[src/rtl/spi_slave_pkg.sv]
package spi_slave_pkg;
  localparam int unsigned ADDR_W = 2;

  typedef enum logic [ADDR_W-1:0] {
    REG_CTRL = 2'd0,
    REG_STAT = 2'd1,
    REG_DATA = 2'd2,
    REG_NONE = 2'd3
  } reg_sel_e;

  localparam int unsigned CTRL_W     = 3;
  localparam int unsigned STAT_BUSY  = 0;
  localparam int unsigned STAT_DONE  = 1;

  typedef struct packed {
    logic irq_en;
    logic cpha;
    logic cpol;
  } ctrl_t;
endpackage

[src/rtl/spi_sync.sv]
module spi_sync #(
  parameter int unsigned WIDTH  = 1,
  parameter int unsigned STAGES = 2,
  parameter logic [WIDTH-1:0] RST_VAL = '0
) (
  input  logic             clk_i,
  input  logic             rst_ni,
  input  logic [WIDTH-1:0] d_i,
  output logic [WIDTH-1:0] q_o
);
  logic [WIDTH-1:0] stage_q [STAGES];

  for (genvar s = 0; s < STAGES; s++) begin : g_stage
    always_ff @(posedge clk_i or negedge rst_ni) begin
      if (!rst_ni) stage_q[s] <= RST_VAL;
      else if (s == 0) stage_q[s] <= d_i;
      else stage_q[s] <= stage_q[(s == 0) ? 0 : s-1];
    end
  end

  assign q_o = stage_q[STAGES-1];
endmodule

[src/rtl/spi_edge_det.sv]
module spi_edge_det #(
  parameter int unsigned WIDTH = 1,
  parameter logic [WIDTH-1:0] RST_VAL = '0
) (
  input  logic             clk_i,
  input  logic             rst_ni,
  input  logic [WIDTH-1:0] lvl_i,
  output logic [WIDTH-1:0] rise_o,
  output logic [WIDTH-1:0] fall_o
);
  logic [WIDTH-1:0] prev_q;

  always_ff @(posedge clk_i or negedge rst_ni) begin
    if (!rst_ni) prev_q <= RST_VAL;
    else prev_q <= lvl_i;
  end

  assign rise_o = lvl_i & ~prev_q;
  assign fall_o = ~lvl_i & prev_q;
endmodule

[src/rtl/spi_shift_core.sv]
module spi_shift_core #(
  parameter int unsigned DATA_W = 8
) (
  input  logic              clk_i,
  input  logic              rst_ni,
  input  logic              cpol_i,
  input  logic              cpha_i,
  input  logic              sclk_rise_i,
  input  logic              sclk_fall_i,
  input  logic              sel_start_i,
  input  logic              sel_end_i,
  input  logic              mosi_i,
  input  logic [DATA_W-1:0] tx_data_i,
  output logic              miso_o,
  output logic              busy_o,
  output logic              rx_valid_o,
  output logic [DATA_W-1:0] rx_data_o
);
  localparam int unsigned CNT_W = $clog2(DATA_W + 1);
  localparam logic [CNT_W-1:0] CNT_LAST = CNT_W'(DATA_W - 1);
  localparam logic [CNT_W-1:0] CNT_FULL = CNT_W'(DATA_W);

  logic              sel_q;
  logic              out_en_q;
  logic [CNT_W-1:0]  cnt_q;
  logic [DATA_W-1:0] tx_sh_q;
  logic [DATA_W-2:0] rx_sh_q;
  logic              sample_edge;
  logic              shift_edge;
  logic              do_sample;
  logic              do_shift;
  logic [DATA_W-1:0] rx_next;

  assign sample_edge = cpol_i ? sclk_fall_i : sclk_rise_i;
  assign shift_edge  = cpol_i ? sclk_rise_i : sclk_fall_i;
  assign do_sample   = sel_q && sample_edge && (cnt_q != CNT_FULL);
  // shift only between samples: leading shift edge (phase 1) and trailing one are not shifts
  assign do_shift    = sel_q && shift_edge && (cnt_q != '0) && (cnt_q != CNT_FULL);
  assign rx_next     = {rx_sh_q, mosi_i};

  always_ff @(posedge clk_i or negedge rst_ni) begin
    if (!rst_ni) begin
      sel_q    <= 1'b0;
      out_en_q <= 1'b0;
      cnt_q    <= '0;
      tx_sh_q  <= '0;
      rx_sh_q  <= '0;
    end else if (sel_start_i) begin
      sel_q    <= 1'b1;
      out_en_q <= ~cpha_i;
      cnt_q    <= '0;
      tx_sh_q  <= tx_data_i;
      rx_sh_q  <= '0;
    end else if (sel_end_i) begin
      sel_q    <= 1'b0;
      out_en_q <= 1'b0;
    end else if (sel_q) begin
      if (do_sample) begin
        rx_sh_q <= rx_next[DATA_W-2:0];
        cnt_q   <= cnt_q + 1'b1;
      end
      if (shift_edge) out_en_q <= 1'b1;
      if (do_shift) tx_sh_q <= {tx_sh_q[DATA_W-2:0], 1'b0};
    end
  end

  assign miso_o     = sel_q & out_en_q & tx_sh_q[DATA_W-1];
  assign busy_o     = sel_q && (cnt_q != CNT_FULL);
  assign rx_valid_o = do_sample && (cnt_q == CNT_LAST);
  assign rx_data_o  = rx_next;
endmodule

[src/rtl/spi_host_regs.sv]
module spi_host_regs
  import spi_slave_pkg::*;
#(
  parameter int unsigned DATA_W = 8
) (
  input  logic              clk_i,
  input  logic              rst_ni,
  input  logic [ADDR_W-1:0] addr_i,
  input  logic              we_i,
  input  logic [DATA_W-1:0] wdata_i,
  output logic [DATA_W-1:0] rdata_o,
  input  logic              busy_i,
  input  logic              rx_valid_i,
  input  logic [DATA_W-1:0] rx_data_i,
  output ctrl_t             ctrl_o,
  output logic              done_o,
  output logic [DATA_W-1:0] buf_o
);
  ctrl_t             ctrl_q;
  logic              done_q;
  logic [DATA_W-1:0] buf_q;

  always_ff @(posedge clk_i or negedge rst_ni) begin
    if (!rst_ni) begin
      ctrl_q <= '0;
      done_q <= 1'b0;
      buf_q  <= '0;
    end else begin
      if (we_i) begin
        unique case (reg_sel_e'(addr_i))
          REG_CTRL: ctrl_q <= ctrl_t'(wdata_i[CTRL_W-1:0]);
          REG_STAT: if (!wdata_i[STAT_DONE]) done_q <= 1'b0;
          REG_DATA: buf_q <= wdata_i;
          default: ;
        endcase
      end
      // a completing character wins over a same-cycle host access
      if (rx_valid_i) begin
        buf_q  <= rx_data_i;
        done_q <= 1'b1;
      end
    end
  end

  always_comb begin
    rdata_o = '0;
    unique case (reg_sel_e'(addr_i))
      REG_CTRL: rdata_o[CTRL_W-1:0] = ctrl_q;
      REG_STAT: begin
        rdata_o[STAT_BUSY] = busy_i;
        rdata_o[STAT_DONE] = done_q;
      end
      REG_DATA: rdata_o = buf_q;
      default:  rdata_o = '0;
    endcase
  end

  assign ctrl_o = ctrl_q;
  assign done_o = done_q;
  assign buf_o  = buf_q;
endmodule

[src/rtl/spi_slave_flags.sv]
module spi_slave_flags
  import spi_slave_pkg::*;
#(
  parameter int unsigned DATA_W      = 8,
  parameter int unsigned SYNC_STAGES = 2
) (
  input  logic              clk_i,
  input  logic              rst_ni,
  input  logic              sclk_i,
  input  logic              mosi_i,
  input  logic              ss_ni,
  output logic              miso_o,
  input  logic [ADDR_W-1:0] reg_addr_i,
  input  logic              reg_we_i,
  input  logic [DATA_W-1:0] reg_wdata_i,
  output logic [DATA_W-1:0] reg_rdata_o,
  output logic              irq_o
);
  logic [2:0]        sync_q;
  logic              ss_n_s;
  logic              sclk_s;
  logic              mosi_s;
  logic [1:0]        rise;
  logic [1:0]        fall;
  logic              busy;
  logic              rx_valid;
  logic [DATA_W-1:0] rx_data;
  logic [DATA_W-1:0] buf_data;
  logic              done;
  ctrl_t             ctrl;

  spi_sync #(.WIDTH(3), .STAGES(SYNC_STAGES), .RST_VAL(3'b100)) u_sync (
    .clk_i (clk_i),
    .rst_ni(rst_ni),
    .d_i   ({ss_ni, sclk_i, mosi_i}),
    .q_o   (sync_q)
  );

  assign {ss_n_s, sclk_s, mosi_s} = sync_q;

  spi_edge_det #(.WIDTH(2), .RST_VAL(2'b10)) u_edge (
    .clk_i (clk_i),
    .rst_ni(rst_ni),
    .lvl_i ({ss_n_s, sclk_s}),
    .rise_o(rise),
    .fall_o(fall)
  );

  spi_shift_core #(.DATA_W(DATA_W)) u_core (
    .clk_i      (clk_i),
    .rst_ni     (rst_ni),
    .cpol_i     (ctrl.cpol),
    .cpha_i     (ctrl.cpha),
    .sclk_rise_i(rise[0]),
    .sclk_fall_i(fall[0]),
    .sel_start_i(fall[1]),
    .sel_end_i  (rise[1]),
    .mosi_i     (mosi_s),
    .tx_data_i  (buf_data),
    .miso_o     (miso_o),
    .busy_o     (busy),
    .rx_valid_o (rx_valid),
    .rx_data_o  (rx_data)
  );

  spi_host_regs #(.DATA_W(DATA_W)) u_regs (
    .clk_i     (clk_i),
    .rst_ni    (rst_ni),
    .addr_i    (reg_addr_i),
    .we_i      (reg_we_i),
    .wdata_i   (reg_wdata_i),
    .rdata_o   (reg_rdata_o),
    .busy_i    (busy),
    .rx_valid_i(rx_valid),
    .rx_data_i (rx_data),
    .ctrl_o    (ctrl),
    .done_o    (done),
    .buf_o     (buf_data)
  );

  assign irq_o = done & ctrl.irq_en;
endmodule

[config.mk]
export PLATFORM = sky130hd
export DESIGN_NAME = spi_slave_flags
export DESIGN_NICKNAME = d
export VERILOG_FILES = /design/src/rtl/spi_slave_pkg.sv /design/src/rtl/spi_sync.sv /design/src/rtl/spi_edge_det.sv /design/src/rtl/spi_shift_core.sv /design/src/rtl/spi_host_regs.sv /design/src/rtl/spi_slave_flags.sv
export SDC_FILE = /design/constraint.sdc
export NUM_CORES = 1
export LEC_CHECK = 0
export BUFFER_PORTS_ARGS = -buffer_cell sky130_fd_sc_hd__buf_2
export CORE_AREA = 2 2 78 65
export DETAILED_ROUTE_END_ITERATION = 10
export DIE_AREA = 0 0 80 67
export PLACE_DENSITY_LB_ADDON = 0.08
export SLEW_MARGIN = 5
export SYNTH_ARGS = -nofsm -noshare
export SYNTH_HDL_FRONTEND = slang
export SYNTH_SLANG_ARGS = --single-unit
[constraint.sdc]
create_clock -name clk_i -period 3.5 [get_ports clk_i]
set_input_delay 0.7 -clock clk_i [delete_from_list [all_inputs] [get_ports clk_i]]
set_output_delay 0.7 -clock clk_i [all_outputs]
set_load 0.02 [all_outputs]
Word level (Yosys, flattened, before mapping)
Cells that the tools add are included.

Register bits: 41. Input port bits: 16. Output and inout port bits: 10. Word-level logic and storage cells: 82.

Add/subtract/negate cells: 1. Eq/ne operators: 6. Muxes and demuxes: 30. Bitwise operators: 8. Reductions and logical operators: 24.

Operators with widths (number): 8-bit two-way mux (7); 7-bit two-way mux (4); 4-bit two-way mux (4); 2-bit nonzero test (7); 1-bit two-way mux (12); 3-bit AND reduction (3); 1-bit logical AND (7); 2-bit one-hot mux with 3 select lines (1); 2-bit AND reduction (3); 3-bit nonzero test (2); 5-bit two-way mux (1); 4-bit by 1-bit adder with 4-bit output (second input constant) (1); 2-bit bitwise AND (2); 4-bit by 3-bit == test with 1-bit output (second input constant) (1); 2-bit by 1-bit != test with 1-bit output (second input constant) (2); 4-bit != test (second input constant) (1); 2-bit inverter (2); 4-bit nonzero test (1); 1-bit bitwise AND (3); 2-bit by 1-bit == test with 1-bit output (second input constant) (1); 2-bit == test (second input constant) (1); 2-bit logical NOT (1); 1-bit one-hot mux with 2 select lines (1); 1-bit inverter (1).

Longest topological paths before layout
Word-level depth: 10. Mapped depth: 7. Depth with buffers taken out: 6.

By module
From an unflattened synthesis, not the netlist that was laid out.

Cell total of the unflattened synthesis: 174. Area, all modules: 2092.0 um2.

Modules (own cells, without submodules): spi_shift_core (instances 1, cells each 106, area each 1139.8 um2, sequential area each 525.5 um2); spi_host_regs (instances 1, cells each 52, area each 684.4 um2, sequential area each 300.3 um2); spi_sync (instances 1, cells each 9, area each 175.2 um2, sequential area each 152.6 um2); spi_edge_det (instances 1, cells each 6, area each 86.3 um2, sequential area each 51.3 um2); spi_slave_flags (instances 1, cells each 1, area each 6.3 um2, sequential area each 0.0 um2).

Worst setup path before layout
OpenSTA, ideal clock, no wires.

Path kind: flip-flop to output port. From: register u_core.cnt_q[0]. To: output reg_rdata_o[0]. Arrival time: 1.386 ns. Data required time: 2.800 ns. Path slack: 1.414 ns. Cell stages (with the launch flop): 7. Buffers on the path: 0. Cell sequence: dfrtp_1 > inv_1 > ha_1 > nor2b_1 > nand2_1 > a31oi_1 > o21ai_0.

Longest elaborated chain between the ends: 3.

RTL lines: start: declaration (RTL line spi_shift_core.sv:25) `logic [CNT_W-1:0] cnt_q;`; start signal: assignment (RTL line spi_shift_core.sv:60) `cnt_q <= cnt_q + 1'b1;`; 4-bit != test (RTL line spi_shift_core.sv:68) `assign busy_o = sel_q && (cnt_q != CNT_FULL);`; 1-bit logical AND (RTL line spi_shift_core.sv:68); 2-bit one-hot mux with 3 select lines (RTL line spi_host_regs.sv:47) `unique case (reg_sel_e'(addr_i))`; end: declaration (RTL line spi_slave_flags.sv:16) `output logic [DATA_W-1:0] reg_rdata_o,`.

No other way between the ends.

Final worst setup path
Same ends and word-level chain as after synthesis.

==> results.ini <==
[clock_tree]
post_cts_buffers=0
ctsLongestPathBuffers=2
cts-resized-gates=0
cts_buffers=5
clk_pin_slew_ns=0.08
cts.htree.levels=2
cts_hold_buf=0
clockRootBuffer=clkbuf_8
cts_sinks=41
cts_tree=yes
clkLatencyLatePin_ns=0.29

[grt]
grt.total_usage_pct=16.72
grt_pass1_vias=1377
grt_max_degree=42
antenna_found_initial=0
grt_pass1_wl_mm=6.686
gr-total-overflow=0

[sta]
relSlewSlack_pct=39.28
finalCriticalPeriod_ns=2.451
rsz0062_at_grt=no
setup_tns_ns=0
timing.fmax_mhz=407.9
setup_slack_ns=1.049
worst_slew_pin_slew_ns=0.9108
timing.final.crit_share_pct=70.04
hold_viol_final=0
drv_slew=0
setup_viol=0
fin_skew_ns=0.01109

[setup_path]
setup.worst_path.end_class=output port
worstSetupPathType=flop to output port
start_kind=flop
crit_arrival_ns=1.75
worstPathRequired_ns=2.80
crit_fanout=4

[routing]
drc=0
vias=1379
dr.pass1.iters=4
ant_nets=0
wl_per_cell_um=15.87
wirelength_mm=4.062
drt_iter0_markers=51
via_per_inst=5.387

[floorplan]
rows=22
num_io_pins=26
core_area_mm2=0.004514
dieArea_mm2=0.005360
fp.dieH_um=67
start_util_pct=43.82
chipWidth_um=80

[flow_run]
drv_cap=0

[placed_design]
placed_cell_area_mm2=0.002166
dp_hpwl_mm=2.937
portBuffers=25
gp_congestion=0.7870
preCtsSetupSlack_ns=1.111

[yosys]
synth_compound_area_share_pct=14.10
postSynthAreaPerCell_um2=11.85
yosysSeqAreaShare_pct=52.06
muxShareOfSynthArea_pct=15.43
synth_nets=188
synthAdderAreaFrac_pct=3.163
synth_xor_xnor_area_share_pct=0
yosys_warnings=0
synthSimpleGateAreaFrac_pct=12.52
synth_area_mm2=0.001978
synth_top_family_by_area=multiplexers
synth_cell_types=38
netlist_instances=167
synth-seq-cells=41

[pwr]
ir_drop_mv=0.2940
total_power_mw=1.212
p_leak_nw=1.062
pwr_density_cell_mw_per_mm2=530.2

[finish]
fin_area_mm2=0.002286
syn_to_final_growth_pct=15.56
drive_gt1_share_pct=34.69
diodes=0
nets=216
fillerInstances=418

[worst_hold_path]
hp-class=flop to flop

[outcome]
status=finished, final reports clean

## stage by stage
| stage | cells | hold slack, ns | utilization, % |
|---|---|---|---|
| floorplan | 167 | 0.3312 | - |
| global placement | 248 | 0.3357 | 47.98 |
| detailed placement | 248 | 0.3473 | 47.98 |
| CTS | 256 | 0.3582 | 50.64 |
| global route | 256 | 0.3619 | 50.64 |
| finish | 256 | 0.3576 | 50.64 |
## cell usage in the layout, fill, tap and decap left out, types with 3 or more instances in the layout
cell type | synthesis | final
dfrtp_1 | 38 | 38
buf_2 | 1 | 25
nand2_1 | 19 | 19
mux2_2 | 16 | 16
o21ai_0 | 14 | 14
mux2i_1 | 11 | 11
inv_1 | 9 | 9
a22o_2 | 7 | 7
and2_1 | 6 | 6
clkbuf_8 | 0 | 6
nor2b_1 | 5 | 5
ha_1 | 5 | 5
nand3_1 | 3 | 3
dfstp_2 | 3 | 3
## layer usage
layer	wire, um	vias up	track usage [%]
li1	-	648	-
met1	1991	694	23.05
met4	58	0	6.144
met5	0	-	0
met3	192	7	4.065
met2	1820	30	25.52
## synthesized netlist by cell type
cell type | number | area [um2]
dfrtp_1 | 38 | 950.9
nand2_1 | 19 | 71.32
mux2_2 | 16 | 180.2
o21ai_0 | 14 | 70.07
mux2i_1 | 11 | 110.1
inv_1 | 9 | 33.78
a22o_2 | 7 | 70.07
and2_1 | 6 | 37.54
ha_1 | 5 | 62.56
nor2b_1 | 5 | 31.28
clkbuf_1 | 3 | 11.26
dfstp_2 | 3 | 78.83
nand3_1 | 3 | 15.01
a221oi_1 | 2 | 17.52
nor3b_1 | 2 | 15.01
o211ai_1 | 2 | 15.01
a2111oi_4 | 1 | 27.53
a21o_1 | 1 | 7.510
a21o_4 | 1 | 15.01
a21oi_2 | 1 | 8.760
a221o_1 | 1 | 10.01
a22oi_1 | 1 | 7.510
a31o_2 | 1 | 8.760
a31oi_1 | 1 | 6.260
and3_1 | 1 | 6.260
and3b_2 | 1 | 10.01
buf_1 | 1 | 3.750
buf_2 | 1 | 5.000
mux2_4 | 1 | 15.01
nand3b_1 | 1 | 7.510
nand4bb_1 | 1 | 11.26
nor2_1 | 1 | 3.750
nor3_1 | 1 | 5.000
nor3_4 | 1 | 16.27
nor4_1 | 1 | 6.260
o221ai_1 | 1 | 8.760
o22ai_1 | 1 | 6.260
or3b_4 | 1 | 11.26
## cells by family after synthesis
logic type                 Yosys count
buffers and inverters               14
AOI/OAI and AO/OA                   35
adders and majority gates            5
and+or+nand+nor                     44
DFF                                 41
muxes                               28
## final cells by class
cell class / instances / area, um2 / share of cell area (%)
multi-input combinational: 112 / 894.6 / 39.14
clock inverter: 2 / 37.54 / 1.642
tap: 60 / 75.07 / 3.284
inverter: 9 / 33.78 / 1.478
timing repair buffer: 26 / 132.6 / 5.802
sequential: 41 / 1030 / 45.05
clock buffer: 6 / 82.58 / 3.612
## state kept, by name, indices dropped and copies added (netlist names)
name             count
u_regs.done_o        1
u_sync.q_o           3
u_regs.buf_o         8
u_core.tx_sh_q       8
u_core.sel_q         1
u_core.out_en_q      1
u_edge.prev_q        2
u_regs.ctrl_o        3
u_sync.stage_q       3
u_core.rx_sh_q       7
u_core.cnt_q         4
## path summary, 6_finish.rpt
path,startpoint,endpoint,slack (ns),cells after the start
min in group asynchronous,rst_ni,u_sync.q_o[1],0.53,1
worst min-delay path,u_sync.stage_q[5],u_sync.q_o[2],0.36,0
worst min register to register,u_sync.stage_q[5],u_sync.q_o[2],0.36,0
worst max-delay path,u_core.cnt_q[0],reg_rdata_o[0],1.05,7
max in group asynchronous,rst_ni,u_core.sel_q,2.39,1
worst max register to register,u_regs.ctrl_o[0],u_regs.buf_o[4],1.45,3
## worst max-delay path: stages, from the launching register on
cell	delay (ns)
dfrtp_1	0.42
inv_1	0.07
ha_1	0.18
nor2b_1	0.22
nand2_1	0.10
a31oi_1	0.19
o21ai_0	0.12
buf_2	0.17
## power by group
part | internal [mW] | total, mW | switching, mW
logic | 0.112 | 0.208 | 0.0960
registers | 0.552 | 0.607 | 0.0552
clock network | 0.232 | 0.397 | 0.165
(Power assumes the default switching activity.)
